$ cat src/rtl/num_parser_pkg.sv
package num_parser_pkg;

    localparam int ACC_W   = 12;
    localparam int WSEL_W  = $clog2(ACC_W + 1);

    localparam logic [7:0] CH_RUBOUT = 8'h7F;
    localparam logic [7:0] CH_CR     = 8'h0D;
    localparam logic [7:0] CH_COMMA  = 8'h2C;
    localparam logic [7:0] CH_SPACE  = 8'h20;
    localparam logic [7:0] CH_END_F  = 8'h46;
    localparam logic [7:0] CH_PFX_D  = 8'h44;
    localparam logic [7:0] CH_PFX_B  = 8'h42;
    localparam logic [7:0] CH_ZERO_P = 8'h50;
    localparam logic [7:0] CH_ONE_N  = 8'h4E;

    typedef enum logic [2:0] {
        K_IGNORE,
        K_DIGIT,
        K_PREFIX_DEC,
        K_PREFIX_BIN,
        K_DELIM,
        K_BAD
    } char_kind_e;

    typedef struct packed {
        char_kind_e kind;
        logic [3:0] digit;
    } char_info_t;

    function automatic char_info_t classify(input logic [7:0] ch,
                                            input logic       is_bin,
                                            input logic       prefix_ok);
        char_info_t r;
        r.kind  = K_BAD;
        r.digit = '0;
        if (ch == CH_RUBOUT) begin
            r.kind = K_IGNORE;
        end else if (ch == CH_CR || ch == CH_COMMA || ch == CH_SPACE || ch == CH_END_F) begin
            r.kind = K_DELIM;
        end else if (ch == CH_PFX_D || ch == CH_PFX_B) begin
            if (prefix_ok) r.kind = (ch == CH_PFX_B) ? K_PREFIX_BIN : K_PREFIX_DEC;
        end else if (is_bin) begin
            if (ch == "0" || ch == CH_ZERO_P) begin
                r.kind = K_DIGIT;
            end else if (ch == "1" || ch == CH_ONE_N) begin
                r.kind  = K_DIGIT;
                r.digit = 4'd1;
            end
        end else if (ch >= "0" && ch <= "9") begin
            r.kind  = K_DIGIT;
            r.digit = 4'(ch - "0");
        end
        return r;
    endfunction

    function automatic logic [ACC_W-1:0] times_ten_plus(input logic [ACC_W-1:0] a,
                                                        input logic [3:0]       d);
        return (a << 3) + (a << 1) + ACC_W'(d);
    endfunction

    function automatic logic [ACC_W-1:0] field_mask(input logic [WSEL_W-1:0] w);
        logic [WSEL_W-1:0] wc;
        if (w == '0)                 wc = WSEL_W'(1);
        else if (w > WSEL_W'(ACC_W)) wc = WSEL_W'(ACC_W);
        else                         wc = w;
        return {ACC_W{1'b1}} >> (WSEL_W'(ACC_W) - wc);
    endfunction

endpackage

$ cat src/rtl/nep_char_decode.sv
module nep_char_decode
    import num_parser_pkg::*;
(
    input  logic [7:0] ch,
    input  logic       is_bin,
    input  logic       prefix_ok,
    output char_info_t info
);
    always_comb info = classify(ch, is_bin, prefix_ok);
endmodule

$ cat src/rtl/nep_accum.sv
module nep_accum
    import num_parser_pkg::*;
#(
    parameter int W = ACC_W
) (
    input  logic         clk,
    input  logic         rst,
    input  logic         in_valid,
    input  char_info_t   info,
    input  logic         default_bin,
    output logic [W-1:0] acc,
    output logic         eff_bin,
    output logic         prefix_ok
);
    logic forced;
    logic forced_bin;
    logic started;
    logic entry_end;

    assign eff_bin   = forced ? forced_bin : default_bin;
    assign prefix_ok = !started;
    assign entry_end = in_valid && (info.kind == K_DELIM || info.kind == K_BAD);

    always_ff @(posedge clk) begin
        if (rst || entry_end) begin
            acc        <= '0;
            forced     <= 1'b0;
            forced_bin <= 1'b0;
            started    <= 1'b0;
        end else if (in_valid) begin
            unique case (info.kind)
                K_DIGIT: begin
                    acc     <= eff_bin ? {acc[W-2:0], info.digit[0]}
                                       : times_ten_plus(acc, info.digit);
                    started <= 1'b1;
                end
                K_PREFIX_DEC: begin
                    forced     <= 1'b1;
                    forced_bin <= 1'b0;
                    started    <= 1'b1;
                end
                K_PREFIX_BIN: begin
                    forced     <= 1'b1;
                    forced_bin <= 1'b1;
                    started    <= 1'b1;
                end
                default: ;
            endcase
        end
    end

    assert_rubout_keeps_acc_R7: assert property (@(posedge clk) disable iff (rst)
        (in_valid && info.kind == K_IGNORE) |=> $stable(acc));

    assert_prefix_forces_R4: assert property (@(posedge clk) disable iff (rst)
        (in_valid && info.kind == K_PREFIX_BIN) |=> eff_bin);

    assert_abort_clears_R8: assert property (@(posedge clk) disable iff (rst)
        (in_valid && info.kind == K_BAD) |=> (acc == '0 && !forced));

    assert_reset_clears_R9: assert property (@(posedge clk)
        rst |=> (acc == '0 && prefix_ok));
endmodule

$ cat src/rtl/nep_out_stage.sv
module nep_out_stage
    import num_parser_pkg::*;
#(
    parameter int W  = ACC_W,
    parameter int WS = WSEL_W
) (
    input  logic          clk,
    input  logic          rst,
    input  logic          in_valid,
    input  logic [7:0]    in_char,
    input  char_info_t    info,
    input  logic [W-1:0]  acc,
    input  logic [WS-1:0] field_width,
    output logic [W-1:0]  out_value,
    output logic          out_done,
    output logic [7:0]    out_delim,
    output logic          out_err
);
    always_ff @(posedge clk) begin
        if (rst) begin
            out_value <= '0;
            out_done  <= 1'b0;
            out_delim <= '0;
            out_err   <= 1'b0;
        end else begin
            out_done <= 1'b0;
            out_err  <= 1'b0;
            if (in_valid && info.kind == K_DELIM) begin
                out_done  <= 1'b1;
                out_delim <= in_char;
                out_value <= acc & field_mask(field_width);
            end else if (in_valid && info.kind == K_BAD) begin
                out_err <= 1'b1;
            end
        end
    end

    assert_done_err_excl_R8: assert property (@(posedge clk) disable iff (rst)
        !(out_done && out_err));

    assert_value_fits_R5: assert property (@(posedge clk) disable iff (rst)
        out_done |-> ((out_value & ~field_mask($past(field_width))) == '0));

    assert_done_from_strobe_R6: assert property (@(posedge clk) disable iff (rst)
        out_done |-> $past(in_valid));
endmodule

$ cat src/rtl/radix_num_parser.sv
module radix_num_parser
    import num_parser_pkg::*;
#(
    parameter int W  = ACC_W,
    parameter int WS = WSEL_W
) (
    input  logic          clk,
    input  logic          rst,
    input  logic          in_valid,
    input  logic [7:0]    in_char,
    input  logic          default_bin,
    input  logic [WS-1:0] field_width,
    output logic [W-1:0]  out_value,
    output logic          out_done,
    output logic [7:0]    out_delim,
    output logic          out_err
);
    char_info_t   info;
    logic [W-1:0] acc;
    logic         eff_bin;
    logic         prefix_ok;

    nep_char_decode u_dec (
        .ch        (in_char),
        .is_bin    (eff_bin),
        .prefix_ok (prefix_ok),
        .info      (info)
    );

    nep_accum #(.W(W)) u_acc (
        .clk         (clk),
        .rst         (rst),
        .in_valid    (in_valid),
        .info        (info),
        .default_bin (default_bin),
        .acc         (acc),
        .eff_bin     (eff_bin),
        .prefix_ok   (prefix_ok)
    );

    nep_out_stage #(.W(W), .WS(WS)) u_out (
        .clk         (clk),
        .rst         (rst),
        .in_valid    (in_valid),
        .in_char     (in_char),
        .info        (info),
        .acc         (acc),
        .field_width (field_width),
        .out_value   (out_value),
        .out_done    (out_done),
        .out_delim   (out_delim),
        .out_err     (out_err)
    );
endmodule

$ cat config.mk
export PLATFORM = sky130hd
export DESIGN_NAME = radix_num_parser
export DESIGN_NICKNAME = d
export VERILOG_FILES = /design/src/rtl/num_parser_pkg.sv /design/src/rtl/nep_char_decode.sv /design/src/rtl/nep_accum.sv /design/src/rtl/nep_out_stage.sv /design/src/rtl/radix_num_parser.sv
export SDC_FILE = /design/constraint.sdc
export NUM_CORES = 1
export LEC_CHECK = 0
export BUFFER_PORTS_ARGS = -buffer_cell sky130_fd_sc_hd__buf_2
export CORE_AREA = 10 10 76 78
export CTS_CLUSTER_DIAMETER = 200
export DETAILED_ROUTE_END_ITERATION = 8
export DIE_AREA = 0 0 86 88
export PLACE_DENSITY = 0.77
export SLEW_MARGIN = 25
export SYNTH_ARGS = -nofsm -noshare
export SYNTH_HDL_FRONTEND = slang
export SYNTH_HIERARCHICAL = 1
export SYNTH_SLANG_ARGS = --single-unit
$ cat constraint.sdc
create_clock -name clk -period 4 [get_ports clk]
set_input_delay 0.6 -clock clk [delete_from_list [all_inputs] [get_ports clk]]
set_output_delay 0.6 -clock clk [all_outputs]
set_load 0.02 [all_outputs]
# Word level (Yosys, flattened, before mapping)
# Cells that the tools add are included.
# classes
bitwise_logic	1
mux	22
reduce_logical	21
add_sub_neg	4
n_shift	1
eq_ne	16
n_lt_le_gt_ge	3
# op_table
op	count
8-bit by 7-bit == test with 1-bit output, second input constant	6
8-bit by 6-bit == test with 1-bit output, second input constant	4
4-bit 2-to-1 mux	8
7-bit 2-to-1 mux	3
3-bit 2-to-1 mux	5
12-bit adder	1
12-bit by 4-bit adder with 12-bit output	1
12-bit bitwise AND	1
12-bit 2-to-1 mux	1
12-bit by 4-bit >> shifter with 12-bit output, first input constant	1
8-bit by 4-bit == test with 1-bit output, second input constant	1
8-bit by 6-bit greater-or-equal comparator with 1-bit output, second input constant	1
8-bit by 6-bit less-or-equal comparator with 1-bit output, second input constant	1
1-bit logical OR	8
2-bit AND reduction	4
3-bit by 2-bit == test with 1-bit output, second input constant	2
3-bit == test, second input constant	2
4-bit greater-than comparator, second input constant	1
1-bit logical AND	4
4-bit zero test	1
1-bit 2-to-1 mux	4
2-bit OR reduction	2
4-bit by 1-bit subtractor with 4-bit output, second input constant	1
4-bit subtractor, first input constant	1
other kinds (4)	4
# totals
register_bits	37
in_bits	16
word_cells	76

# Depth between registers and ports, before layout
# Gate-level depths: netlist (run 1).
# logic_depth
ltp_word	15
ltp_mapped	14
depth_no_buf	14

# Cells and area by module
# The synthesis (run 1) kept the hierarchy.
# by_module_without_submodules
mod	instances	cells_each	seq_area_each_um2	area_each_um2
nep_accum	1	149	300.3	1228.7
nep_out_stage	1	76	440.4	895.9
nep_char_decode	1	33	0.0	250.2

# Least setup slack after synthesis (run 1)
# Ideal clock, no wire load.
# synth_path
path_kind	input to register
from	input default_bin
to	register u_acc.acc[11]
t_arrival_ns	3.532
slack_ns	0.406
path_buffers	0
path_stages	14
setup_time_ns	0.062
cell_sequence	mux2i_1 inv_2 nor4_1 and3_1 inv_1 fa_1 inv_1 ha_1 a21oi_2 o22ai_2 a31oi_2 o21ai_1 or4_1 nand3_1
# synth_rtl
item	line	source
from (decl)	radix_num_parser.sv:11	input logic default_bin,
to (signal assigned)	nep_accum.sv:33	acc <= eff_bin ? {acc[W-2:0], info.digit[0]}
to (decl)	nep_accum.sv:11	output logic [W-1:0] acc,

==> results of run 1 <==
## cell type report
| cell class | instances | area (sq um) |
|---|---|---|
| well taps | 52 | 65.1 |
| clock buffers | 6 | 72.6 |
| repair buffers | 41 | 215 |
| multi-input cells | 194 | 1500 |
| clock inverters | 2 | 10.0 |
| fillers | 377 | 1630 |
| flip-flops and latches | 37 | 741 |
| inverters | 16 | 60.1 |
## power by group through the flow
stage	combinational (mW)	clock (mW)	sequential [mW]
after floorplan	0.0509	0	0.381
after global placement	0.0774	0	0.380
after detailed placement	0.0789	0	0.380
after CTS	0.0791	0.252	0.372
after global routing	0.0883	0.267	0.372
final	0.0798	0.246	0.372
## state kept, by name, summed over array words and instances (netlist names)
signal	cells
u_acc/forced	1
u_out/out_done	1
u_out/out_delim	8
u_acc/acc	12
u_acc/started	1
u_acc/forced_bin	1
u_out/out_value	12
u_out/out_err	1
## per-stage QoR
stage          cells  worst slack (ps)  hold slack (ps)  power [mW]
6_report         348               446              463       0.698
2_1_floorplan    258               406              453       0.432
4_1_cts          348               475              470       0.703
3_3_place_gp     340               288              444       0.458
3_5_place_dp     340               224              454       0.459
5_1_grt          348               247              493       0.727
## layout by cell type, fill, tap and decap left out, drive strengths merged, types with 3 or more instances in the layout
cell and n:
nand3 5, mux2i 5, a32o 10, a21oi 12, buf 41, nand4b 3, nor2 24, or4 3
and3 3, clkbuf 6, o21a 3, xor2 4, dfxtp 37, a211oi 9, nor4 5, nand2 19
xnor2 5, a22o 12, o21ai 8, ha 21, nor3 7, inv 16, nor2b 7
## routing by layer
layer	vias to the layer above	GRT usage [%]	part of all wire, %
li1	1035	-	-
met1	966	17.5	46
met2	57	24.3	47
met3	4	3.34	6.0
met4	0	5.39	1.2
met5	-	0	0
## cell families after synthesis
group | share of synthesized area [%]
adders and majority gates | 12.8
xor gates and xnor gates | 3.32
and+or+nand+nor | 21.0
buffers and inverters | 5.80
muxes | 2.11
AOI/OAI and AO/OA | 23.8
DFF | 31.2
## worst max path at each step
stage	from	end	depth (start not counted)
after floorplan	default_bin	u_acc/acc[11]	14
after global placement	default_bin	u_acc/acc[11]	15
after detailed placement	default_bin	u_acc/acc[11]	15
after CTS	u_acc/forced	u_acc/acc[11]	14
after global routing	u_acc/forced	u_acc/acc[11]	14
final	u_acc/forced	u_acc/acc[11]	14
==> impl_metrics.sql, run 1 <==
INSERT INTO impl_metrics (metric_group, metric, value, unit) VALUES
('outcome', 'outcome', 'complete, no violations', ''),
('clocking', 'number_of_clock_buffers_inserted_by_tritoncts', '5', ''),
('place', 'dp.final_hpwl', '4.12', 'mm'),
('setup_path', 'worstReg2RegStart', 'u_acc/forced', ''),
('clocking', 'ctsResizeCount', '0', ''),
('min_path', 'hold_class', 'register to register', ''),
('setup_path', 'worst-endpoint-arrival', '3780', 'ps'),
('final_layout', 'antenna-diode-count', '0', ''),
('sta', 'fin_tns_setup', '0', 'ps'),
('setup_path', 'startpoint_type', 'register', ''),
('logic_synthesis', 'netlist-cell-type-count', '61', ''),
('clocking', 'htree_levels', '2', ''),
('logic_synthesis', 'synth-edff-count', '0', ''),
('setup_path', 'required', '4230', 'ps'),
('clocking', 'clock_insertion_delay_at_the_later_pin_of_the_skew_report', '290', 'ps'),
('setup_path', 'most_frequent_cp_cell', 'inv_1', ''),
('setup_path', 'cp_top_family', 'simple AND/OR/NAND/NOR gates', ''),
('power', 'p_switching', '178', 'uW'),
('logic_synthesis', 'avgSynthCellArea', '9.20', 'sq um'),
('clocking', 'clkSinkCount', '37', ''),
('floorplan', 'core_area', '4290', 'sq um'),
('logic_synthesis', 'synth-seq-cells', '37', ''),
('logic_synthesis', 'synth_top_cell_area_share', '31.2', '%'),
('detailed_routing', 'per_cell_routed_wire_length', '15.5', 'microns'),
('setup_path', 'reg2reg_slack', '450', 'ps'),
('place', 'post_dp_cell_area', '2580', 'sq um'),
('setup_path', 'timing.critical_path.to_type', 'register', ''),
('sta', 'final_hold_viol_count', '0', ''),
('floorplan', 'core.rowCount', '24', ''),
('logic_synthesis', 'synthArstFlopShare', '0', '%'),
('clocking', 'cts_setup_buffers', '0', ''),
('global_routing', 'grt_pass1_vias', '1968', ''),
('floorplan', 'starting_density_of_the_core', '55.3', '%'),
('sta', 'maxSlewHeadroom', '61.9', '%'),
('setup_path', 'cp_cell_sequence', 'mux2i_1 -> inv_2 -> nor4_1 -> and3_1 -> inv_1 -> fa_1 -> inv_1 -> ha_1 -> a21oi_2 -> o22ai_2 -> a31oi_2 -> o21ai_1 -> or4_1 -> nand3_1', ''),
('logic_synthesis', 'synthMostInstantiatedCell', 'dfxtp_1', ''),
('detailed_routing', 'detailed_route_via_count', '2062', ''),
('sta', 'finalClockSkew', '6.13', 'ps'),
('place', 'count_of_input_and_output_buffers', '37', ''),
('sta', 'timing.fmax', '281', 'MHz'),
('clocking', 'cts-root-buf', 'clkbuf_8', ''),
('clocking', 'tritoncts_clock_tree', 'done', ''),
('min_path', 'min_delay_path_depth', '1', ''),
('global_routing', 'grt_pass1_wl', '9.16', 'mm'),
('job', 'max_cap_violations', '0', ''),
('global_routing', 'grt_antenna_before_repair', '0', ''),
('min_path', 'min-delay-start', 'u_out/out_value[11]', ''),
('setup_path', 'worst-path-buf-inv', '3', ''),
('final_layout', 'postLayoutCoreUtil', '61.9', '%'),
('global_routing', 'grt-ovfl-total', '0', ''),
('power', 'cellInternalPower', '519', 'uW'),
('logic_synthesis', 'synth_ff_type', 'dfxtp_1', ''),
('floorplan', 'floorplan.io_pins', '38', ''),
('detailed_routing', 'wl_final', '5.38', 'mm'),
('detailed_routing', 'viasPerCell', '5.93', ''),
('power', 'leakagePower', '1.18', 'nW'),
('logic_synthesis', 'netlist_instances', '258', ''),
('power', 'sw_frac_of_total', '25.5', '%'),
('sta', 'timing.final.crit_share', '88.8', '%'),
('power', 'cellPowerDensity', '262', 'nW/um^2'),
('min_path', 'timing.hold.worst_endpoint', 'u_out/out_value[11]', ''),
('logic_synthesis', 'synthTopCellsByArea', 'dfxtp_1, ha_1, a22o_1, a32o_1, nor2_1', ''),
('power', 'power_frac_comb', '11.4', '%'),
('setup_path', 'max_stage_delay', '580', 'ps'),
('logic_synthesis', 'synth_seq_area_share', '31.2', '%'),
('power', 'ir_drop', '0.127', 'mV'),
('detailed_routing', 'remaining_drc_errors', '0', ''),
('clocking', 'ctsLongestPathBuffers', '2', ''),
('setup_path', 'worstSetupPathType', 'register to register', ''),
('logic_synthesis', 'synth_fp_nets', '297', ''),
('floorplan', 'die_h', '88', 'microns');
Power figures use the tool's default switching activity.
==> run 2, diff against run 1 <==
RECOVER_POWER = 100   (was default)
==> impl_metrics.sql, run 2 (synthesis gave the netlist of run 1 again) <==
INSERT INTO impl_metrics (metric_group, metric, value, unit) VALUES
('outcome', 'outcome', 'complete, no violations', ''),
('final_layout', 'nNetsFinal', '334', ''),
('clocking', 'htree_levels', '2', ''),
('power', 'power_frac_comb', '11.1', '%'),
('final_layout', 'stdcell_area', '2590', 'sq um'),
('place', 'dp_slack', '224', 'ps'),
('power', 'clock_power_share', '35.4', '%'),
('sta', 'maxSlewHeadroom', '7.56', '%'),
('sta', 'setup_repair_after_global_routing_missed_its_margin', 'false', ''),
('clocking', 'cts_setup_buffers', '0', ''),
('final_layout', 'top_regs', 'u_acc/acc: 12 flops, u_out/out_value: 12 flops, u_out/out_delim: 8 flops', ''),
('power', 'cellPowerDensity', '269', 'nW/um^2'),
('sta', 'final_hold_viol_count', '0', ''),
('clocking', 'tritoncts_clock_tree', 'done', ''),
('final_layout', 'layout_commonest_cell', 'dfxtp_1', ''),
('power', 'ir_drop', '0.127', 'mV'),
('detailed_routing', 'wl_final', '5.39', 'mm'),
('sta', 'timing_worst_slew_pin_value', '1380', 'ps'),
('setup_path', 'worst_r2r_endpoint', 'u_acc/acc[11]', ''),
('detailed_routing', 'detailed_route_via_count', '2057', ''),
('sta', 'timing.fmax', '277', 'MHz'),
('power', 'sw_frac_of_total', '25.5', '%'),
('clocking', 'postCtsHoldBufs', '0', ''),
('min_path', 'hold_class', 'register to register', ''),
('setup_path', 'timing.critical_path.to', 'u_acc/acc[11]', ''),
('floorplan', 'die_h', '88', 'microns'),
('sta', 'postLayoutSetupSlackWorst', '396', 'ps'),
('power', 'p_seq_share', '53.5', '%'),
('setup_path', 'path_max_fanout', '4', ''),
('sta', 'finalClockSkew', '6.03', 'ps'),
('floorplan', 'floorplan.io_pins', '38', ''),
('setup_path', 'cp_cell_sequence', 'mux2i_1 -> clkinv_1 -> nor4_1 -> and3_1 -> inv_1 -> fa_1 -> inv_1 -> ha_1 -> a21oi_2 -> o22ai_1 -> a31oi_2 -> o21ai_0 -> or4_1 -> nand3_1', ''),
('job', 'max_cap_violations', '0', ''),
('clocking', 'number_of_clock_buffers_inserted_by_tritoncts', '5', ''),
('min_path', 'min_delay_path_depth', '1', ''),
('floorplan', 'starting_density_of_the_core', '55.3', '%'),
('detailed_routing', 'viasPerCell', '5.91', ''),
('clocking', 'cts-root-buf', 'clkbuf_8', ''),
('detailed_routing', 'drtIter0Drc', '108', ''),
('detailed_routing', 'drt_pass_1_iters', '4', ''),
('floorplan', 'core_area', '4290', 'sq um'),
('clocking', 'ctsLongestPathBuffers', '2', ''),
('setup_path', 'worst-endpoint-arrival', '3830', 'ps'),
('clocking', 'ctsResizeCount', '0', ''),
('place', 'place_congestion', '0.878', ''),
('global_routing', 'grt_start_max_net_pins', '21', ''),
('power', 'cellInternalPower', '518', 'uW'),
('clocking', 'worst_setup_hold_path_clk_slew', '70', 'ps'),
('floorplan', 'fp.dieArea', '7570', 'sq um'),
('setup_path', 'cpMaxStageDelayCell', 'fa_1', ''),
('setup_path', 'reg2reg_slack', '400', 'ps'),
('global_routing', 'grt_pass1_vias', '1968', ''),
('detailed_routing', 'drt.antenna.violating_nets', '0', ''),
('final_layout', 'area_growth', '9.06', '%'),
('sta', 'timing.final.crit_share', '90.1', '%'),
('setup_path', 'startpoint_type', 'register', ''),
('power', 'p_switching', '177', 'uW'),
('sta', 'final_max_slew_viol_count', '0', ''),
('clocking', 'clkSinkCount', '37', ''),
('floorplan', 'die_w', '86', 'microns'),
('detailed_routing', 'per_cell_routed_wire_length', '15.5', 'microns'),
('place', 'post_dp_cell_area', '2580', 'sq um'),
('sta', 'fin_tns_setup', '0', 'ps'),
('place', 'placed_cells_incl_taps', '340', ''),
('place', 'dp.final_hpwl', '4.12', 'mm'),
('setup_path', 'worstRegToRegCells', '14', ''),
('setup_path', 'max_stage_delay', '580', 'ps'),
('global_routing', 'track_usage', '14.4', '%'),
('final_layout', 'mostFrequentLayoutCells', 'dfxtp_1, clkbuf_1, nor2_1', ''),
('final_layout', 'layout-drive-gt1-share', '12.2', '%'),
('floorplan', 'core.rowCount', '24', ''),
('final_layout', 'antenna-diode-count', '0', ''),
('final_layout', 'final-instance-count-excl-fill', '348', ''),
('global_routing', 'grt_pass1_wl', '9.16', 'mm'),
('global_routing', 'grt-ovfl-total', '0', ''),
('place', 'count_of_input_and_output_buffers', '37', ''),
('setup_path', 'required', '4230', 'ps'),
('detailed_routing', 'remaining_drc_errors', '0', ''),
('setup_path', 'cp-startpoint', 'u_acc/forced', ''),
('setup_path', 'timing.critical_path.to_type', 'register', ''),
('setup_path', 'worstSetupPathType', 'register to register', ''),
('clocking', 'clock_insertion_delay_at_the_later_pin_of_the_skew_report', '290', 'ps'),
('setup_path', 'most_frequent_cp_cell', 'inv_1', ''),
('sta', 'setup_viol', '0', ''),
('setup_path', 'worstReg2RegStart', 'u_acc/forced', ''),
('sta', 'min_period', '3600', 'ps'),
('global_routing', 'grt_antenna_before_repair', '0', ''),
('power', 'leakagePower', '1.06', 'nW');
## run 2: how the worst min path moves through the flow
stage,startpoint,endpoint,slack (ps)
floorplan,u_acc/forced,u_acc/forced,450
global placement,u_out/out_value[8],u_out/out_value[8],440
detailed placement,u_out/out_value[11],u_out/out_value[11],450
CTS,u_out/out_value[11],u_out/out_value[11],470
global route,u_out/out_value[5],u_out/out_value[5],490
finish,u_out/out_value[11],u_out/out_value[11],470
## run 2: metrics by stage
step	utilization (%)	hold WS (ps)	total power [mW]
after floorplan	-	453	0.432
after global placement	60.0	444	0.458
after detailed placement	60.0	454	0.459
after CTS	61.9	470	0.703
after global routing	60.3	495	0.724
final	60.3	466	0.695
## run 2: area by class of cell
class                           count  area, sq um
Tap cell                           52         65.1
Sequential cell                    37          741
Clock buffer                        6         72.6
Multi-Input combinational cell    194         1460
Timing Repair Buffer               41          184
Clock inverter                      2         10.0
Fill cell                         397         1700
Inverter                           16         60.1
## run 2: critical path, delay by kind of cell (launching register included)
family                     cells  cell delay [ps]
adders and majority gates      2              880
muxes                          1              250
AOI/OAI and AO/OA              4              620
buffers and inverters          3              240
DFF                            1              380
and+or+nand+nor                4             1180
## run 2: power by group through the flow
stage | registers (mW) | logic (mW) | clock network (mW)
after floorplan | 0.381 | 0.0509 | 0
after global routing | 0.372 | 0.0859 | 0.267
final | 0.372 | 0.0772 | 0.246
after detailed placement | 0.380 | 0.0789 | 0
after CTS | 0.372 | 0.0791 | 0.252
after global placement | 0.380 | 0.0774 | 0
## run 2: layer usage
layer	track usage, %	up-vias	part of all wire (%)
li1	-	1039	-
met1	17.5	955	46
met2	24.3	56	46
met3	3.34	7	6.3
met4	5.39	0	1.6
met5	0	-	0
==> run 3, diff against run 2 <==
--- a/config.mk
+++ b/config.mk
@@ -11,4 +11,5 @@
 export DETAILED_ROUTE_END_ITERATION = 8
 export DIE_AREA = 0 0 86 88
+export GPL_ROUTABILITY_DRIVEN = 0
 export PLACE_DENSITY = 0.77
 export RECOVER_POWER = 100
==> constraint.sdc (replaced) <==
create_clock -name clk -period 4 [get_ports clk]
set_input_delay 0.2 -clock clk [delete_from_list [all_inputs] [get_ports clk]]
set_output_delay 0.2 -clock clk [all_outputs]
set_load 0.02 [all_outputs]
==> impl_metrics.sql, run 3 (synthesis gave the netlist of run 1 again) <==
INSERT INTO impl_metrics (metric_group, metric, value, unit) VALUES
('outcome', 'outcome', 'complete, no violations', ''),
('place', 'count_of_input_and_output_buffers', '37', ''),
('setup_path', 'max_stage_delay', '580', 'ps'),
('setup_path', 'required', '4230', 'ps'),
('final_layout', 'postLayoutCoreUtil', '60.4', '%'),
('sta', 'final_max_slew_viol_count', '0', ''),
('setup_path', 'path_depth', '14', ''),
('setup_path', 'cpMaxStageDelayCell', 'fa_1', ''),
('global_routing', 'grt_pass1_vias', '1979', ''),
('clocking', 'htree_levels', '2', ''),
('clocking', 'ctsResizeCount', '0', ''),
('floorplan', 'starting_density_of_the_core', '55.3', '%'),
('clocking', 'cts-root-buf', 'clkbuf_8', ''),
('setup_path', 'timing.critical_path.to_type', 'register', ''),
('setup_path', 'most_frequent_cp_cell', 'inv_1', ''),
('job', 'max_cap_violations', '0', ''),
('sta', 'final_hold_viol_count', '0', ''),
('sta', 'timing.final.crit_share', '91.2', '%'),
('power', 'leakagePower', '1.06', 'nW'),
('setup_path', 'cp_top_family', 'simple AND/OR/NAND/NOR gates', ''),
('final_layout', 'layout_commonest_cell', 'dfxtp_1', ''),
('setup_path', 'startpoint_type', 'register', ''),
('setup_path', 'worst-path-buf-inv', '3', ''),
('global_routing', 'grt_start_max_net_pins', '21', ''),
('final_layout', 'area_growth', '9.17', '%'),
('detailed_routing', 'per_cell_routed_wire_length', '15.5', 'microns'),
('setup_path', 'worst-endpoint-arrival', '3880', 'ps'),
('detailed_routing', 'drtIter0Drc', '121', ''),
('global_routing', 'grt.met2_usage', '23.5', '%'),
('sta', 'finalClockSkew', '3.41', 'ps'),
('power', 'cellPowerDensity', '273', 'nW/um^2'),
('final_layout', 'fillers', '417', ''),
('sta', 'min_period', '3650', 'ps'),
('setup_path', 'worstRegToRegCells', '14', ''),
('global_routing', 'grt-ovfl-total', '0', ''),
('clocking', 'ctsLongestPathBuffers', '2', ''),
('clocking', 'cts_setup_buffers', '0', ''),
('min_path', 'hold_class', 'input port to register', ''),
('global_routing', 'global_route.peak_usage_layer', 'met2', ''),
('clocking', 'clkSinkCount', '37', ''),
('sta', 'setup_repair_after_global_routing_missed_its_margin', 'false', ''),
('floorplan', 'fp.dieArea', '7570', 'sq um'),
('detailed_routing', 'detailed_route_via_count', '2041', ''),
('clocking', 'postCtsHoldBufs', '0', ''),
('setup_path', 'path_max_fanout', '9', ''),
('clocking', 'clock_insertion_delay_at_the_later_pin_of_the_skew_report', '280', 'ps'),
('detailed_routing', 'wl_final', '5.38', 'mm'),
('floorplan', 'die_w', '86', 'microns'),
('global_routing', 'grt_antenna_before_repair', '0', ''),
('min_path', 'min_delay_path_depth', '2', ''),
('setup_path', 'worstSetupPathType', 'register to register', ''),
('floorplan', 'core.rowCount', '24', ''),
('final_layout', 'mostFrequentLayoutCells', 'dfxtp_1, clkbuf_1, nor2_1', ''),
('floorplan', 'floorplan.io_pins', '38', ''),
('final_layout', 'top_regs', 'u_acc/acc: 12 flops, u_out/out_value: 12 flops, u_out/out_delim: 8 flops', ''),
('sta', 'timing_worst_slew_pin_value', '1390', 'ps'),
('detailed_routing', 'viasPerCell', '5.90', ''),
('final_layout', 'layout-drive-gt1-share', '11.9', '%'),
('global_routing', 'grt_use_met3', '3.81', '%'),
('sta', 'fin_tns_setup', '0', 'ps'),
('detailed_routing', 'drt_pass_1_iters', '4', ''),
('global_routing', 'track_usage', '14.8', '%'),
('detailed_routing', 'drt.antenna.violating_nets', '0', ''),
('detailed_routing', 'remaining_drc_errors', '0', ''),
('final_layout', 'nNetsFinal', '333', ''),
('sta', 'timing.fmax', '274', 'MHz'),
('place', 'dp.final_hpwl', '4.14', 'mm'),
('sta', 'setup_viol', '0', ''),
('clocking', 'number_of_clock_buffers_inserted_by_tritoncts', '5', ''),
('final_layout', 'antenna-diode-count', '0', ''),
('floorplan', 'die_h', '88', 'microns'),
('clocking', 'tritoncts_clock_tree', 'done', ''),
('floorplan', 'core_area', '4290', 'sq um'),
('power', 'ir_drop', '0.147', 'mV'),
('clocking', 'worst_setup_hold_path_clk_slew', '70', 'ps'),
('global_routing', 'grt_pass1_wl', '9.34', 'mm'),
('setup_path', 'cp_cell_sequence', 'mux2i_1 -> inv_1 -> nor4_1 -> and3_1 -> inv_1 -> fa_1 -> inv_1 -> ha_1 -> a21oi_2 -> o22ai_1 -> a31oi_2 -> o21ai_1 -> or4_1 -> nand3_1', ''),
('sta', 'maxSlewHeadroom', '6.83', '%'),
('global_routing', 'gr-usage-met1', '19.1', '%');
## run 3: cell type report
| cell class | count | area [sq um] | area share [%] |
|---|---|---|---|
| clock buffer | 7 | 86.3 | 3.33 |
| inverter | 16 | 60.1 | 2.32 |
| multi-input combinational | 194 | 1460 | 56.5 |
| sequential | 37 | 741 | 28.6 |
| tap | 52 | 65.1 | 2.51 |
| timing repair buffer | 40 | 176 | 6.81 |
## run 3: metrics by stage
step	setup WS [ps]	area, sq um	hold slack, ps	std cells	power (mW)
after floorplan	598	2370	269	258	0.432
after global placement	527	2570	444	339	0.457
after detailed placement	412	2570	451	339	0.459
after CTS	389	2660	227	346	0.717
after global routing	94.3	2590	218	346	0.738
final	352	2590	217	346	0.708
## run 3: final timing paths
path | from | end | slack (ps)
max | u_acc/forced | u_acc/acc[11] | 350
min | rst | u_out/out_err | 220
max reg2reg | u_acc/forced | u_acc/acc[11] | 350
min reg2reg | u_out/out_value[0] | u_out/out_value[0] | 470
## run 3: routing by layer
metal	vias to the layer above	share of wire (%)
met5	-	0
met4	0	1.0
met3	4	6.1
met2	48	46
met1	965	47
li1	1024	-
## run 3: power breakdown
group          leakage [nW]  switching, mW  internal [mW]
logic                 0.716         0.0502         0.0264
clock network        0.0443          0.123          0.137
registers             0.298        0.00164          0.370
total                  1.06          0.175          0.533
## run 3: worst reg2reg max path, cell delays in order (launching register included)
cell and delay [ps]:
dfxtp_1 360, mux2i_1 240, inv_1 190, nor4_1 430, and3_1 220, inv_1 50
fa_1 580, inv_1 60, ha_1 300, a21oi_2 150, o22ai_1 130, a31oi_2 240
o21ai_1 90, or4_1 470, nand3_1 90
